**config.mk**
```make
export PLATFORM = sky130hd
export DESIGN_NAME = pxl_latency_blank
export DESIGN_NICKNAME = d
export VERILOG_FILES = /design/src/rtl/pxl_pkg.sv /design/src/rtl/pxl_delay_line.sv /design/src/rtl/pxl_out_stage.sv /design/src/rtl/pxl_latency_blank.sv
export SDC_FILE = /design/constraint.sdc
export NUM_CORES = 1
export LEC_CHECK = 0
export CORE_MARGIN = 2
export CORE_UTILIZATION = 58
export CTS_BUF_LIST = sky130_fd_sc_hd__clkbuf_2
export DETAILED_ROUTE_END_ITERATION = 10
export PLACE_DENSITY_LB_ADDON = 0.15
export SYNTH_ARGS = -nofsm -noshare
export SYNTH_HDL_FRONTEND = slang
export SYNTH_HIERARCHICAL = 1
export SYNTH_SLANG_ARGS = --single-unit
export TNS_END_PERCENT = 30
```
**constraint.sdc**
```tcl
create_clock -name clk -period 1 [get_ports clk]
set_input_delay 0.15 -clock clk [delete_from_list [all_inputs] [get_ports clk]]
set_output_delay 0.15 -clock clk [all_outputs]
set_load 0.01 [all_outputs]
```
**src/rtl/pxl_pkg.sv**
```systemverilog
// Package: shared widths, latencies and the output-source selector used by
// the pixel latency/blanking pipeline. Assumes nothing beyond IEEE 1800.
package pxl_pkg;

    localparam int CODE_W_DEF    = 12;
    localparam int DATA_LAT_DEF  = 9;
    localparam int BLANK_LAT_DEF = 11;

    // Source chosen for the output register on each edge.
    typedef enum logic [1:0] {
        SRC_PASS  = 2'd0,
        SRC_BLANK = 2'd1,
        SRC_STBY  = 2'd2
    } out_src_e;

endpackage

```
**src/rtl/pxl_delay_line.sv**
```systemverilog
// Module: pxl_delay_line
// A chain of DEPTH registers of width W that shifts on every rising edge.
// tap_o is the last stage. DEPTH of zero gives a plain wire.
// Assumes a synchronous active-low reset that clears every stage.
module pxl_delay_line #(
    parameter int W     = 12,
    parameter int DEPTH = 8
) (
    input  logic         clk,
    input  logic         rst_n,
    input  logic [W-1:0] din_i,
    output logic [W-1:0] tap_o
);

    generate
        if (DEPTH == 0) begin : g_wire
            assign tap_o = din_i;
        end else begin : g_chain
            logic [W-1:0] stage_q [DEPTH];

            // Purpose: load stage 0 from the input.
            always_ff @(posedge clk) begin
                if (!rst_n) stage_q[0] <= '0;
                else        stage_q[0] <= din_i;
            end

            for (genvar i = 1; i < DEPTH; i++) begin : g_stage
                // Purpose: move each value one stage further down the chain.
                always_ff @(posedge clk) begin
                    if (!rst_n) stage_q[i] <= '0;
                    else        stage_q[i] <= stage_q[i-1];
                end
            end

            assign tap_o = stage_q[DEPTH-1];

            AST_CHAIN_CLEARED: assert property (@(posedge clk)
                !rst_n |=> tap_o == '0);
        end
    endgenerate

endmodule

```
**src/rtl/pxl_out_stage.sv**
```systemverilog
// Module: pxl_out_stage
// Output register. It loads the delayed code unless stand-by or the delayed
// blank flag asks for zero. Stand-by takes precedence and acts on the very
// edge that samples it. Assumes the taps come from pipelines on the same clock.
module pxl_out_stage
    import pxl_pkg::*;
#(
    parameter int W = 12
) (
    input  logic         clk,
    input  logic         rst_n,
    input  logic [W-1:0] data_tap_i,
    input  logic         blank_tap_i,
    input  logic         standby_i,
    output logic [W-1:0] data_o
);

    out_src_e src;

    // Purpose: pick what the output register loads on this edge.
    always_comb begin
        if (standby_i)        src = SRC_STBY;
        else if (blank_tap_i) src = SRC_BLANK;
        else                  src = SRC_PASS;
    end

    // Purpose: register the chosen value onto the output bus.
    always_ff @(posedge clk) begin
        if (!rst_n)               data_o <= '0;
        else if (src == SRC_PASS) data_o <= data_tap_i;
        else                      data_o <= '0;
    end

    AST_STBY_ZERO: assert property (@(posedge clk) disable iff (!rst_n)
        standby_i |=> data_o == '0);
    AST_BLANK_ZERO: assert property (@(posedge clk) disable iff (!rst_n)
        blank_tap_i |=> data_o == '0);
    AST_PASS_DATA: assert property (@(posedge clk) disable iff (!rst_n)
        (!standby_i && !blank_tap_i) |=> data_o == $past(data_tap_i));
    AST_RESET_ZERO: assert property (@(posedge clk)
        !rst_n |=> data_o == '0);

endmodule

```
**src/rtl/pxl_latency_blank.sv**
```systemverilog
// Module: pxl_latency_blank (top)
// Delays converter codes by DATA_LAT registers and the preblank flag by
// BLANK_LAT registers. Both chains end in one shared output register,
// which is zeroed by the delayed blank flag or by stand-by.
// Assumes all inputs are synchronous to clk and BLANK_LAT >= 1, DATA_LAT >= 1.
module pxl_latency_blank
    import pxl_pkg::*;
#(
    parameter int CODE_W    = CODE_W_DEF,
    parameter int DATA_LAT  = DATA_LAT_DEF,
    parameter int BLANK_LAT = BLANK_LAT_DEF
) (
    input  logic              clk,
    input  logic              rst_n,
    input  logic [CODE_W-1:0] code_in,
    input  logic              preblank_n,
    input  logic              standby,
    output logic [CODE_W-1:0] data_out
);

    // The output register is the last stage of both paths.
    localparam int DATA_CHAIN  = DATA_LAT - 1;
    localparam int BLANK_CHAIN = BLANK_LAT - 1;

    logic [CODE_W-1:0] data_tap;
    logic              blank_now;
    logic              blank_tap;

    // Purpose: carry blanking as an active-high flag so reset means "not blanked".
    assign blank_now = ~preblank_n;

    pxl_delay_line #(.W(CODE_W), .DEPTH(DATA_CHAIN)) u_data_line (
        .clk   (clk),
        .rst_n (rst_n),
        .din_i (code_in),
        .tap_o (data_tap)
    );

    pxl_delay_line #(.W(1), .DEPTH(BLANK_CHAIN)) u_blank_line (
        .clk   (clk),
        .rst_n (rst_n),
        .din_i (blank_now),
        .tap_o (blank_tap)
    );

    pxl_out_stage #(.W(CODE_W)) u_out (
        .clk         (clk),
        .rst_n       (rst_n),
        .data_tap_i  (data_tap),
        .blank_tap_i (blank_tap),
        .standby_i   (standby),
        .data_o      (data_out)
    );

    AST_STBY_NEXT_EDGE: assert property (@(posedge clk) disable iff (!rst_n)
        (standby && $past(!standby)) |=> data_out == '0);
    AST_COMBINED_ZERO: assert property (@(posedge clk) disable iff (!rst_n)
        (standby || blank_tap) |=> data_out == '0);

endmodule

```
==> results of run 1 <==
final cells by class:
type,instances,area [µm²],share of cell area
clock buffers,19,95.1,0.0255
clock inverters,13,138,0.0369
inverters,1,3.75,0.00101
multi-input cells,118,786,0.210
flip-flops and latches,118,2360,0.633
well taps,72,90.1,0.0241
repair buffers,33,259,0.0693
cells by family after synthesis:
family | count (synthesis) | synth area share
buffers and inverters | 26 | 0.0605
DFF | 118 | 0.705
and+or+nand+nor | 118 | 0.235
stage by stage:
stage          setup slack (ns)  hold slack, ns  instance area [µm²]  cells
6_report                 -0.194           0.107                 3730    374
5_1_grt                  -0.309         0.00500                 3730    374
4_1_cts                  -0.297          0.0109                 3730    374
3_5_place_dp             -0.103           0.407                 3540    341
3_3_place_gp            -0.0614           0.399                 3540    341
2_1_floorplan             0.257           0.228                 3350    262
cell usage after synthesis, drive strengths merged:
master and n:
nor4bb 11, and4bb 1, dfxtp 118, inv 1, buf 24, clkbuf 1
and2 106
worst reg2reg max path, cell delays in order, from the launching register on:
cell and delay (ns):
dfxtp_1 0.34, buf_4 0.16, nor4bb_1 0.27
layer usage:
| layer | global-route usage | vias up |
|---|---|---|
| li1 | - | 859 |
| met3 | 0.0848 | 13 |
| met1 | 0.119 | 683 |
| met2 | 0.186 | 45 |
| met5 | 0 | - |
| met4 | 0.0864 | 0 |
worst max-delay path by stage:
stage / from / endpoint / cells after the start
final: u_out/data_o[2]$_SDFF_PN0_ / data_out[2] / 1
after floorplan: u_blank_line/g_chain.stage_q[4][1]$_DFF_P_ / u_out/data_o[0]$_SDFF_PN0_ / 2
after CTS: u_out/data_o[9]$_SDFF_PN0_ / data_out[9] / 1
after global placement: standby / u_out/data_o[3]$_SDFF_PN0_ / 3
after global routing: u_out/data_o[9]$_SDFF_PN0_ / data_out[9] / 1
after detailed placement: standby / u_out/data_o[5]$_SDFF_PN0_ / 3
flip-flops by register name, summed over array words and instances, names as in the netlist:
register	cells
u_data_line/g_chain.stage_q	96
u_out/data_o	12
u_blank_line/g_chain.stage_q	10
report_power, final:
group          switching [µW]  internal [µW]  total [µW]
Sequential               13.2           4780        4800
Combinational            71.3            108         180
Clock                    1510           1350        2870
Total                    1600           6250        7840
layout by cell type (no fill, tap or decap), drive strengths merged:
cell type      instances
clkdlybuf4s50         14
clkbuf                19
inv                    1
nor4bb                11
buf                   18
and4bb                 1
and2                 106
clkinv                 8
bufinv                 3
dfxtp                118
clkinvlp               2
dlygate4sd3            1
what timing repair did:
| action | 4_1_cts | 5_1_grt |
|---|---|---|
| hold buffers | 1 | 0 |
| endpoints found under the hold margin | 27 | 0 |
| endpoints found under the setup margin | 12 | 12 |
| resized for setup | 48 | 2 |
==> qor.yml, run 1 <==
status: "complete, but fails checks"
violations: "setup timing"
tns_ns: -2.21
core_region_area_um2: 5540
grt_max_degree: 48
cap_violations: 0
synth_seq_area_share: 0.705
skew_ns: 0.0151
critPathTopFamily: "flip-flops"
syn_nets: 278
drt-initial-drc-count: 37
hold_class: "in2reg"
area_growth_pct: 11.5
fin_nets: 305
num_rows: 27
drc: 0
synth_top_area_cell: "dfxtp_1"
period_needed_ns: 1.19
htreeDepth: 4
clock_sinks: 118
die_height_um: 80.0
synth_cell_type_count: 9
cp-start-kind: "flip-flop"
antenna_left: 0
worst_skew_pair.late_latency_ns: 0.59
clockBufferDepth: 2
num_vias: 1600
reg2reg_slack_ns: 0.15
min_path_cells: 2
netlist_area_um2: 3350
fin_crit_sh: 1.19
r2r-end: "u_out/data_o[0]$_SDFF_PN0_"
avgRoutedWirePerCell_um: 8.36
crit_path_max_fanout: 1
post-dp-hpwl_um: 1730
power_density_nw_per_um2: 2100
antenna_found_initial: 0
utilization: 0.674
drv_slew: 0
finalHoldViolCount: 0
worst_slew_pin_slew_ns: 0.390
synthCells: 262
p_leak_uw: 0.00159
met1_length_um: 1310
die-area_um2: 6400
highest_layer: "met4"
dr.pass1.iters: 3
port_buffers: 27
grt_overflow_total: 0
rsz0062_at_grt: "yes"
gp_congestion: 0.591
setup_ws_ns: -0.194
max_freq_mhz: 838
root_buffer: "clkbuf_2"
yosys_warnings: 6
hold_start: "code_in[5]"
drive_gt1_frac: 0.152
routed_wl_um: 3130
wl_met3_um: 256
cts_tree: "yes"
fp.dieW_um: 80.0
crit_buf_inv: 1
num_antenna_cells: 0
hold_end: "u_data_line/g_chain.stage_q[0][5]$_SDFF_PN0_"
synth.area.top_cells: "dfxtp_1 (71%), and2_1 (20%), nor4bb_1 (3.3%)"
fillers: 424
p_total_uw: 7840
cts_buffers: 17
viasPerCell: 4.28
grt_pass1_wl_um: 5640
setup_viol: 12
yosys.area.top_type_share: 0.705
post-cts-setup-buffers: 0
crit_chain: "buf_2"
clkTransAtPathRegs_ns: 0.15
reg2reg_depth: 2
relSlewSlack: 0.740
cp.arrival_ns: 1.04
slowest_delay_ns: 0.33
endpoint_kind: "primary output"
r2r-start: "u_blank_line/g_chain.stage_q[4][1]$_DFF_P_"
ys_ff_latch: 118
worstSetupPathType: "reg2out"
crit_slowest_cell: "dfxtp_1"
initial_utilization: 0.605
io_pins: 28
avgSynthCellArea_um2: 12.8
ir_worst_vdd_v: 0.00115
required_ns: 0.85
wl_met2_um: 1470
grt_usage: 0.123
grt_pass1_vias: 1391
(Power assumes the default switching activity.)
==> inputs of run 2 (changes only) <==
- CORE_MARGIN: 2 -> not set
==> qor.yml, run 2 (synthesis results as in run 1) <==
finalHoldViolCount: 0
p_int_uw: 5520
clkPwrFrac: 0.288
post-cts-setup-buffers: 0
crit_chain: "buf_6"
dr.pass1.iters: 4
drt-initial-drc-count: 39
r2r-start: "u_blank_line/g_chain.stage_q[4][1]$_DFF_P_"
die_height_um: 78.0
mostFrequentLayoutCells: "dfxtp_1 (117), and2_1 (106), clkbuf_2 (22), clkdlybuf4s50_1 (14), buf_2 (12)"
num_vias: 1598
initial_utilization: 0.605
power_density_nw_per_um2: 1910
status: "complete, but fails checks"
clockBufferDepth: 2
required_ns: 0.85
grt_usage: 0.131
skew_ns: 0.0121
cts_buffers: 17
clock_sinks: 118
slowest_delay_ns: 0.34
gp_congestion: 0.614
area_growth_pct: 9.52
endpoint_kind: "primary output"
cp-start-kind: "flip-flop"
grt_overflow_total: 0
worstSetupPathType: "reg2out"
port_buffers: 27
die-area_um2: 6080
p_comb_frac: 0.027
root_buffer: "clkbuf_2"
seq_power_share: 0.685
grt_pass1_wl_um: 5820
drv_slew: 0
stdcell_area_um2: 3670
num_antenna_cells: 0
worst_slew_pin_slew_ns: 0.353
antenna_left: 0
critPathTopFamily: "flip-flops"
hold_class: "in2reg"
cp.arrival_ns: 1.01
largest_register_ffs: 96
placed_cell_area_um2: 3560
crit_slowest_cell: "dfxtp_2"
num_rows: 27
reg.largest.list: "u_data_line/g_chain.stage_q: 96 flops, u_out/data_o: 12 flops, u_blank_line/g_chain.stage_q: 10 flops"
top_register: "u_data_line/g_chain.stage_q"
antenna_found_initial: 0
rsz0062_at_grt: "yes"
htreeDepth: 4
setup_ws_ns: -0.157
grt_pass1_vias: 1458
max_freq_mhz: 865
swShare: 0.212
violations: "setup timing"
routed_wl_um: 3080
fin_crit_sh: 1.16
hold_start: "code_in[5]"
cap_violations: 0
crit_start: "u_out/data_o[1]$_SDFF_PN0_"
avgRoutedWirePerCell_um: 8.25
worst_skew_pair.late_latency_ns: 0.56
tns_ns: -1.75
io_pins: 28
fin_nets: 306
clkTransAtPathRegs_ns: 0.13
relSlewSlack: 0.765
final_common_cell: "dfxtp_1"
fillers: 440
fp.dieW_um: 78.0
p_leak_uw: 0.00158
switchingPower_uw: 1490
crit_path_max_fanout: 1
dp_slack_ns: -0.116
ir_worst_vdd_v: 0.00101
cts_tree: "yes"
viasPerCell: 4.27
period_needed_ns: 1.16
crit_buf_inv: 1
grt_max_degree: 38
drc: 0
drive_gt1_frac: 0.152
core_region_area_um2: 5540
setup_viol: 12
==> run 2: layer usage <==
metal / vias to the layer above / share of wire / GRT usage / wire length (µm)
li1: 859 / - / - / -
met1: 698 / 0.42 / 0.124 / 1310
met5: - / 0 / 0 / 0
met4: 0 / 0.0049 / 0.0833 / 15
met2: 39 / 0.51 / 0.212 / 1570
met3: 2 / 0.063 / 0.0812 / 194
==> run 2: power groups by stage <==
stage / Sequential, µW / Clock (µW) / Combinational (µW)
after floorplan: 4900 / 0 / 124
after global placement: 4900 / 0 / 186
after detailed placement: 4900 / 0 / 192
after CTS: 4800 / 2140 / 196
after global routing: 4810 / 2390 / 222
final: 4800 / 2020 / 190
==> run 2: timing repair <==
item                                    CTS  global route
hold buffers                              1             0
gates cloned                              0             0
endpoints found under the hold margin    10             0
resized for setup                        48             2
endpoints found under the setup margin   12            12
==> run 2: cell type report <==
class / count / area [µm²] / area share
flip-flops and latches: 118 / 2360 / 0.644
multi-input cells: 118 / 786 / 0.214
repair buffers: 34 / 279 / 0.0760
clock buffers: 22 / 110 / 0.0300
well taps: 72 / 90.1 / 0.0245
clock inverters: 9 / 37.5 / 0.0102
inverters: 1 / 3.75 / 0.00102
==> run 2: metrics by stage <==
stage,cells,hold slack (ns),util,total power [µW]
global route,374,0.0610,0.662,7420
global placement,342,0.409,0.643,5080
CTS,374,0.0637,0.661,7130
finish,374,0.154,0.662,7000
floorplan,262,0.228,-,5020
detailed placement,342,0.417,0.643,5090
==> run 2: final timing paths <==
| kind | cells past startpoint | slack (ns) | to |
|---|---|---|---|
| worst max register to register | 2 | 0.12 | u_out/data_o[1]$_SDFF_PN0_ |
| worst min register to register | 1 | 0.44 | u_data_line/g_chain.stage_q[1][9]$_SDFF_PN0_ |
| worst max-delay path | 1 | -0.16 | data_out[1] |
| worst min-delay path | 2 | 0.15 | u_data_line/g_chain.stage_q[0][5]$_SDFF_PN0_ |
==> inputs of run 3 (changes only) <==
- GPL_TIMING_DRIVEN: not set -> 0
==> qor.yml, run 3 (synthesis results as in run 1) <==
status: "complete, but fails checks"
violations: "setup timing"
grt_overflow_total: 0
cts_buffers: 17
skew_ns: 0.0176
crit_buf_inv: 1
drt-initial-drc-count: 29
required_ns: 0.85
root_buffer: "clkbuf_2"
utilization: 0.687
drc: 0
post-dp-hpwl_um: 2390
cp-start-kind: "flip-flop"
num_rows: 27
met1_usage: 0.131
grt_util_met2: 0.271
max_freq_mhz: 842
placedCellCount: 361
clock_sinks: 118
reg.largest.list: "u_data_line/g_chain.stage_q: 96 flops, u_out/data_o: 12 flops, u_blank_line/g_chain.stage_q: 10 flops"
drive_gt1_frac: 0.200
endpoint_kind: "primary output"
crit_slowest_cell: "dfxtp_1"
avgRoutedWirePerCell_um: 9.20
grt_usage: 0.153
ir_worst_vdd_v: 0.00123
rsz0062_at_grt: "yes"
area_growth_pct: 13.6
dp_slack_ns: -0.588
port_buffers: 27
grt_max_degree: 20
antenna_found_initial: 0
grt_use_met3: 0.0847
mostFrequentLayoutCells: "dfxtp_1 (117), and2_1 (106), clkbuf_2 (23), buf_2 (16), clkdlybuf4s50_1 (15)"
num_vias: 1706
power_density_nw_per_um2: 1860
num_antenna_cells: 0
grt_pass1_vias: 1694
period_needed_ns: 1.19
slowest_delay_ns: 0.34
setup_viol: 12
routed_wl_um: 3610
crit_path_max_fanout: 1
clockBufferDepth: 2
die_height_um: 78.0
p_leak_uw: 0.00167
top_usage_layer: "met2"
fillers: 448
regArea_um2: 2360
crit_chain: "buf_2"
multi_input_area_um2: 786
cp.arrival_ns: 1.04
gp_congestion: 0.649
dr.pass1.iters: 4
top_register: "u_data_line/g_chain.stage_q"
setup_ws_ns: -0.188
fin_nets: 324
die-area_um2: 6080
drv_slew: 0
finalHoldViolCount: 0
fp.dieW_um: 78.0
final_common_cell: "dfxtp_1"
relSlewSlack: 0.678
fin_crit_sh: 1.19
worstSetupPathType: "reg2out"
worst_slew_pin_slew_ns: 0.481
htreeDepth: 4
grt_pass1_wl_um: 6720
initial_utilization: 0.605
cts_tree: "yes"
antenna_left: 0
worst_skew_pair.late_latency_ns: 0.58
clkTransAtPathRegs_ns: 0.15
p_total_uw: 7060
viasPerCell: 4.35
largest_register_ffs: 96
core_region_area_um2: 5540
post-cts-setup-buffers: 0
hold_class: "in2reg"
critPathTopFamily: "flip-flops"
io_pins: 28
cap_violations: 0
instances_no_fill: 392
run 3: repair_timing:
item | CTS | global route
cloned | 0 | 0
endpoints found under the setup margin | 12 | 12
resized for setup | 50 | 0
pin swaps | 0 | 0
hold buffers | 0 | 0
run 3: worst paths after layout:
kind                                                                     from                                            to  slack (ns)  cells after the start
worst max-delay path                               u_out/data_o[6]$_SDFF_PN0_                                   data_out[6]       -0.19                      1
worst min-delay path                                               code_in[2]  u_data_line/g_chain.stage_q[0][2]$_SDFF_PN0_        0.12                      2
worst max register to register     u_blank_line/g_chain.stage_q[4][1]$_DFF_P_                    u_out/data_o[4]$_SDFF_PN0_        0.13                      2
worst min register to register  u_data_line/g_chain.stage_q[1][13]$_SDFF_PN0_  u_data_line/g_chain.stage_q[2][1]$_SDFF_PN0_        0.44                      1
run 3: power by group:
part | internal (µW) | total [µW] | switching, µW
logic | 130 | 214 | 84.6
clock network | 620 | 2050 | 1430
registers | 4780 | 4800 | 13.9
total | 5530 | 7060 | 1530
run 3: metrics by stage:
stage          TNS (ns)  instance area [µm²]  hold WS, ns
2_1_floorplan         0                 3350        0.228
3_3_place_gp     -50.11                 3710        0.409
3_5_place_dp     -51.13                 3710        0.417
4_1_cts           -3.13                 3810       0.0380
5_1_grt           -3.60                 3810       0.0388
6_report          -2.09                 3810        0.121
run 3: area by class of cell:
class                      count  share of cell area
sequential                   118               0.621
multi-input combinational    118               0.206
timing repair buffer          27              0.0569
buffer                        25              0.0523
clock buffer                  22              0.0289
tap                           72              0.0237
clock inverter                 9             0.00986
inverter                       1            0.000986
run 3: routing by layer:
layer / share of wire / vias to the layer above
met5: 0 / -
met4: 0.0044 / 0
met3: 0.060 / 2
met2: 0.56 / 43
met1: 0.37 / 770
li1: - / 891
